$ cat config.mk
export PLATFORM = sky130hd
export DESIGN_NAME = tri_pdm_synth
export DESIGN_NICKNAME = d
export VERILOG_FILES = /design/src/rtl/tri_pdm_pkg.sv /design/src/rtl/phase_ctr.sv /design/src/rtl/tri_map.sv /design/src/rtl/pdm_mod.sv /design/src/rtl/tri_pdm_synth.sv
export SDC_FILE = /design/constraint.sdc
export NUM_CORES = 1
export LEC_CHECK = 0
export CAP_MARGIN = 10
export CORE_ASPECT_RATIO = 1.1
export CORE_MARGIN = 8
export CORE_UTILIZATION = 46
export DETAILED_ROUTE_END_ITERATION = 16
export PLACE_DENSITY = 0.76
export SYNTH_ARGS = -nofsm -noshare
export SYNTH_HDL_FRONTEND = slang
export SYNTH_SLANG_ARGS = --single-unit
$ cat constraint.sdc
create_clock -name clk -period 4.6 [get_ports clk]
set_input_delay 1.38 -clock clk [delete_from_list [all_inputs] [get_ports clk]]
set_output_delay 1.38 -clock clk [all_outputs]
set_load 0.1 [all_outputs]
$ cat src/rtl/tri_pdm_pkg.sv
package tri_pdm_pkg;

   typedef enum logic [1:0] {
      STEP_HOLD = 2'd0,
      STEP_UP   = 2'd1,
      STEP_DOWN = 2'd2
   } step_e;

   function automatic step_e decode_step(input logic valid, input logic up);
      if (!valid)  return STEP_HOLD;
      else if (up) return STEP_UP;
      else         return STEP_DOWN;
   endfunction

endpackage

$ cat src/rtl/phase_ctr.sv
module phase_ctr
   import tri_pdm_pkg::*;
#(
   parameter int MOD = 96,
   parameter int CW  = $clog2(MOD)
) (
   input  logic          clk,
   input  logic          rst,
   input  logic          step_valid,
   input  logic          step_up,
   output logic [CW-1:0] cnt
);

   localparam logic [CW-1:0] TOP = CW'(MOD - 1);

   initial begin : g_param_chk
      assert (MOD >= 2) else $error("phase_ctr: MOD must be at least 2");
      assert ((1 << CW) >= MOD) else $error("phase_ctr: CW too narrow for MOD");
   end

   step_e         cmd;
   logic [CW-1:0] inc_v;
   logic [CW-1:0] dec_v;

   always_comb cmd = decode_step(step_valid, step_up);

   generate
      if (MOD == (1 << CW)) begin : g_pow2_wrap
         always_comb begin
            inc_v = cnt + 1'b1;
            dec_v = cnt - 1'b1;
         end
      end else begin : g_cmp_wrap
         always_comb begin
            inc_v = (cnt == TOP)   ? '0  : cnt + 1'b1;
            dec_v = (cnt == '0)    ? TOP : cnt - 1'b1;
         end
      end
   endgenerate

   always_ff @(posedge clk) begin
      if (rst) begin
         cnt <= '0;
      end else begin
         unique case (cmd)
            STEP_UP:   cnt <= inc_v;
            STEP_DOWN: cnt <= dec_v;
            default:   cnt <= cnt;
         endcase
      end
   end

   // the count never leaves the modulo range
   p_in_range_r1: assert property (@(posedge clk) disable iff (rst)
      cnt <= TOP);

   // an up strobe advances by one, wrapping at the top
   p_step_up_r2: assert property (@(posedge clk) disable iff (rst)
      (step_valid && step_up) |=>
         (cnt == (($past(cnt) == TOP) ? '0 : CW'($past(cnt) + 1'b1))));

   // a down strobe retreats by one, wrapping at zero
   p_step_dn_r3: assert property (@(posedge clk) disable iff (rst)
      (step_valid && !step_up) |=>
         (cnt == (($past(cnt) == '0) ? TOP : CW'($past(cnt) - 1'b1))));

   // no strobe, no movement
   p_hold_r4: assert property (@(posedge clk) disable iff (rst)
      !step_valid |=> $stable(cnt));

endmodule

$ cat src/rtl/tri_map.sv
module tri_map #(
   parameter int MOD    = 96,
   parameter int CW     = $clog2(MOD),
   parameter int AW     = $clog2(MOD / 2),
   parameter int OFFSET = 0
) (
   input  logic          clk,
   input  logic          rst,
   input  logic [CW-1:0] cnt,
   output logic [AW-1:0] amp
);

   localparam int          HALF    = MOD / 2;
   localparam logic [CW:0] MOD_W   = (CW + 1)'(MOD);
   localparam logic [CW:0] HALF_W  = (CW + 1)'(HALF);
   localparam logic [CW:0] TOP_W   = (CW + 1)'(MOD - 1);
   localparam logic [CW:0] OFS_W   = (CW + 1)'(OFFSET % MOD);

   initial begin : g_param_chk
      assert (MOD % 2 == 0) else $error("tri_map: MOD must be even");
      assert ((1 << AW) >= HALF) else $error("tri_map: AW too narrow");
   end

   logic [CW:0] sum_w;
   logic [CW:0] shifted;
   logic [CW:0] folded;

   always_comb begin
      sum_w   = {1'b0, cnt} + OFS_W;
      shifted = (sum_w >= MOD_W) ? (sum_w - MOD_W) : sum_w;
      folded  = (shifted < HALF_W) ? shifted : (TOP_W - shifted);
      amp     = folded[AW-1:0];
   end

   // a unit step of the counter moves the amplitude by at most one level
   p_unit_slope_r5: assert property (@(posedge clk) disable iff (rst)
      (cnt != $past(cnt)) |->
         (((amp >= $past(amp)) ? (amp - $past(amp)) : ($past(amp) - amp)) <= AW'(1)));

   // amplitude stays within the half-period range
   p_amp_ceiling_r6: assert property (@(posedge clk) disable iff (rst)
      amp <= AW'(HALF - 1));

endmodule

$ cat src/rtl/pdm_mod.sv
module pdm_mod #(
   parameter int AW      = 6,
   parameter int AMP_MAX = 47
) (
   input  logic          clk,
   input  logic          rst,
   input  logic [AW-1:0] amp,
   output logic          bit_o
);

   localparam int          SW   = $clog2(2 * AMP_MAX + 1);
   localparam logic [SW-1:0] THR = SW'(AMP_MAX);

   initial begin : g_param_chk
      assert (AMP_MAX >= 1) else $error("pdm_mod: AMP_MAX must be positive");
      assert ((1 << AW) > AMP_MAX) else $error("pdm_mod: AW too narrow");
   end

   logic [SW-1:0] acc;
   logic [SW-1:0] sum;
   logic          fire;

   always_comb begin
      sum  = acc + SW'(amp);
      fire = (sum >= THR);
   end

   always_ff @(posedge clk) begin
      if (rst) begin
         acc   <= '0;
         bit_o <= 1'b0;
      end else begin
         acc   <= fire ? (sum - THR) : sum;
         bit_o <= fire;
      end
   end

   // the residue always stays below the threshold
   p_acc_bound_r7: assert property (@(posedge clk) disable iff (rst)
      acc < THR);

   // full-scale amplitude always fires on the next edge
   p_full_fire_r8: assert property (@(posedge clk) disable iff (rst)
      (amp == AW'(AMP_MAX)) |=> bit_o);

   // zero amplitude never fires on the next edge
   p_zero_quiet_r8: assert property (@(posedge clk) disable iff (rst)
      (amp == '0) |=> !bit_o);

endmodule

$ cat src/rtl/tri_pdm_synth.sv
module tri_pdm_synth #(
   parameter int MOD = 96,
   parameter int NPH = 3,
   parameter int CW  = $clog2(MOD),
   parameter int AW  = $clog2(MOD / 2)
) (
   input  logic              clk,
   input  logic              rst,
   input  logic              err_valid,
   input  logic              err_up,
   output logic [CW-1:0]     phase_cnt,
   output logic [NPH*AW-1:0] tri_amp,
   output logic [NPH-1:0]    pdm_out
);

   localparam int AMP_MAX = MOD / 2 - 1;
   localparam int PH_OFS  = MOD / NPH;

   initial begin : g_param_chk
      assert (NPH >= 1) else $error("tri_pdm_synth: NPH must be positive");
      assert (MOD % NPH == 0) else $error("tri_pdm_synth: MOD must split evenly into NPH phases");
      assert (MOD % 2 == 0) else $error("tri_pdm_synth: MOD must be even");
   end

   phase_ctr #(
      .MOD (MOD),
      .CW  (CW)
   ) u_ctr (
      .clk        (clk),
      .rst        (rst),
      .step_valid (err_valid),
      .step_up    (err_up),
      .cnt        (phase_cnt)
   );

   generate
      for (genvar p = 0; p < NPH; p++) begin : g_phase
         logic [AW-1:0] amp_p;

         tri_map #(
            .MOD    (MOD),
            .CW     (CW),
            .AW     (AW),
            .OFFSET (p * PH_OFS)
         ) u_map (
            .clk (clk),
            .rst (rst),
            .cnt (phase_cnt),
            .amp (amp_p)
         );

         pdm_mod #(
            .AW      (AW),
            .AMP_MAX (AMP_MAX)
         ) u_pdm (
            .clk   (clk),
            .rst   (rst),
            .amp   (amp_p),
            .bit_o (pdm_out[p])
         );

         assign tri_amp[p*AW +: AW] = amp_p;
      end
   endgenerate

   // the edge after reset leaves every modulator bit low
   p_reset_quiet_r1: assert property (@(posedge clk)
      rst |=> (pdm_out == '0) && (phase_cnt == '0));

endmodule

==> flow_metrics.env <==
export IMPL_status="finished clean"
export IMPL_crit_start="u_ctr.cnt[4]"
export IMPL_slowest_delay_ns=1.25
export IMPL_p_clk_share_pct=8.1
export IMPL_drv_cap=0
export IMPL_clk_latency_ns=0.29
export IMPL_synth_seq_area_share_pct=19.2
export IMPL_layout_min_cycle_time_ns=3.63
export IMPL_yosys_warnings=0
export IMPL_crit_path_max_fanout=16
export IMPL_drt_pass1_iterations=5
export IMPL_hold_buffers=0
export IMPL_layout_drive_gt1_share_pct=17.7
export IMPL_grt_pass1_vias=3072
export IMPL_path_cells="clkdlybuf4s50_1"
export IMPL_netSwitchingPower_w=0.00154
export IMPL_rsz0062_at_grt="no"
export IMPL_worstMarginPinSlew_ns=0.996
export IMPL_final_util_pct=56.0
export IMPL_total_power_w=0.00281
export IMPL_syn_nets=435
export IMPL_critPathCaptureType="output pin"
export IMPL_pwr_share_seq_pct=15.7
export IMPL_finalCritPeriodShare_pct=79.0
export IMPL_floorplan_rows=32
export IMPL_yosys_cell_types_count=71
export IMPL_core_area_um2=6930
export IMPL_drc=0
export IMPL_r2r_start="u_ctr.cnt[5]"
export IMPL_worstHoldStart="u_ctr.cnt[5]"
export IMPL_grt_max_degree=22
export IMPL_post_cts_buffers=0
export IMPL_grtUsageTotal_pct=16.8
export IMPL_syn_to_final_growth_pct=20.1
export IMPL_critPathTopFamily="buffers and inverters"
export IMPL_synth_seq_cells=31
export IMPL_die_h_um=104
export IMPL_antenna_found_initial=0
export IMPL_gp_congestion=0.911
export IMPL_diodes=0
export IMPL_async_reset_ff_share_pct=0
export IMPL_synth_area_leaders="dfxtp_1 19%, ha_1 12%, a21oi_1 5.3%"
export IMPL_portBuffers=31
export IMPL_h_tree_depth=2
export IMPL_cp_num_buf_inv=1
export IMPL_synth_top_area_cell="dfxtp_1"
export IMPL_instances_no_fill=504
export IMPL_clock_skew_ns=0.00752
export IMPL_synthesis_area_um2=3230
export IMPL_clkSinkCount=31
export IMPL_root_buffer="clkbuf_8"
export IMPL_worst_ep_required_time_ns=3.22
export IMPL_avgViaCountPerCell=6.38
export IMPL_slowest_stage="clkdlybuf4s50_1"
export IMPL_syn_inst=397
export IMPL_fp_dieW_um=95.9
export IMPL_avgSynthCellArea_um2=8.14
export IMPL_slew_violations=0
export IMPL_synth_commonest_cells="34 x a21oi_1, 31 x dfxtp_1, 31 x ha_1"
export IMPL_p_int_w=0.00127
export IMPL_via_count=3218
export IMPL_drt_initial_drc_count=152
export IMPL_synth_top_area_share_pct=19.2
export IMPL_setup_violations=0
export IMPL_p_sw_share_pct=54.9
export IMPL_criticalPathCategory="flip-flop to output pin"
export IMPL_final_hold_violation_count=0
export IMPL_arrival_ns=2.25
export IMPL_dp_cells=497
export IMPL_max_freq_ghz=0.275
export IMPL_dpl_hpwl_mm=6.39
export IMPL_grt_ovfl_total=0
export IMPL_cts_tree="yes"
export IMPL_synth_ff_type="dfxtp_1"
export IMPL_die_area_um2=9960
export IMPL_cts_resized=0
export IMPL_ir_worst_vdd_mv=0.413
export IMPL_cts_inserted_buffers=5
export IMPL_p_per_area_nw_per_um2=724
export IMPL_cp_start_kind="flip-flop"
export IMPL_fin_nets=457
export IMPL_maxSlewHeadroom_pct=33.4
export IMPL_grt_pass1_wl_mm=13.9
export IMPL_clk_pin_slew_ns=0.07
export IMPL_synth_edf_count=0
export IMPL_initial_core_util_pct=46.6
export IMPL_leakagePower_nw=1.54
export IMPL_drtAntennaViolNets=0
export IMPL_wirelength_mm=8.39
export IMPL_io_pin_count=32
export IMPL_setup_tns_ns=0
export IMPL_clockBufferDepth=2
export IMPL_synth_most_common_cell="a21oi_1"
export IMPL_min_path_type="flip-flop to flip-flop"
export IMPL_combPwrFrac_pct=76.2
export IMPL_routedWlPerCell_um=16.6
## cell type report
type	instances	area, um2
Tap cell	85	106
Multi-Input combinational cell	335	2730
Sequential cell	31	623
Inverter	11	41.3
Clock inverter	1	5.00
Clock buffer	6	82.6
Timing Repair Buffer	35	288
Fill cell	649	3050
## per-stage QoR
stage / hold slack, ns / worst slack [ns] / area, um2
2_1_floorplan: 0.716 / 0.0682 / 3490
3_3_place_gp: 0.520 / 1.06 / 3790
3_5_place_dp: 0.523 / 0.997 / 3790
4_1_cts: 0.537 / 0.950 / 3880
5_1_grt: 0.597 / 0.816 / 3880
6_report: 0.543 / 0.968 / 3880
## layer usage
layer | GRT usage [%] | up-vias | part of all wire, % | routed length [um]
met1 | 20.4 | 1531 | 43 | 3640
met3 | 3.32 | 14 | 6.3 | 529
met4 | 5.06 | 0 | 2.2 | 186
li1 | - | 1565 | - | -
met5 | 0 | - | 0 | 0
met2 | 28.6 | 108 | 48 | 4030
## cells in the final DEF (no fill, tap or decap), types with 10 or more instances in the layout
cell,n
a21oi_1,31
buf_4,25
clkdlybuf4s50_1,10
dfxtp_1,29
ha_1,29
inv_1,11
nand2_1,27
nand3_1,28
nand4_1,10
nor2_1,23
nor3_1,10
o21ai_0,12
xnor2_4,12
## worst paths after layout
check                           cells after the start  slack [ns]                 endpoint
worst max-delay path                                1        0.97             phase_cnt[4]
worst min-delay path                                2        0.54             u_ctr.cnt[5]
worst min register to register                      2        0.54             u_ctr.cnt[5]
worst max register to register                     12        0.99  g_phase[2].u_pdm.acc[0]
## power by group through the flow
stage                     combinational, W  sequential, W  clock (W)
after floorplan                    0.00174       0.000446          0
after global placement             0.00207       0.000443          0
after detailed placement           0.00212       0.000446          0
after CTS                          0.00212       0.000441   0.000232
after global routing               0.00232       0.000454   0.000243
final                              0.00214       0.000441   0.000228
## registers in the layout, summed over array words and instances (netlist names)
signal               cells
g_phase.u_pdm.bit_o      3
u_ctr.cnt                7
g_phase.u_pdm.acc       21
## logic make-up (layout without fill, tap and decap cells)
family,Yosys count,count (layout),share of synthesized area (%)
xor+xnor,20,20,5.42
fa+ha+maj,34,34,13.9
buf+inv,31,53,4.22
mux,8,8,2.63
simple gates,163,163,28.7
compound gates,110,110,26.0
flops,31,31,19.2
(Power assumes the default switching activity.)
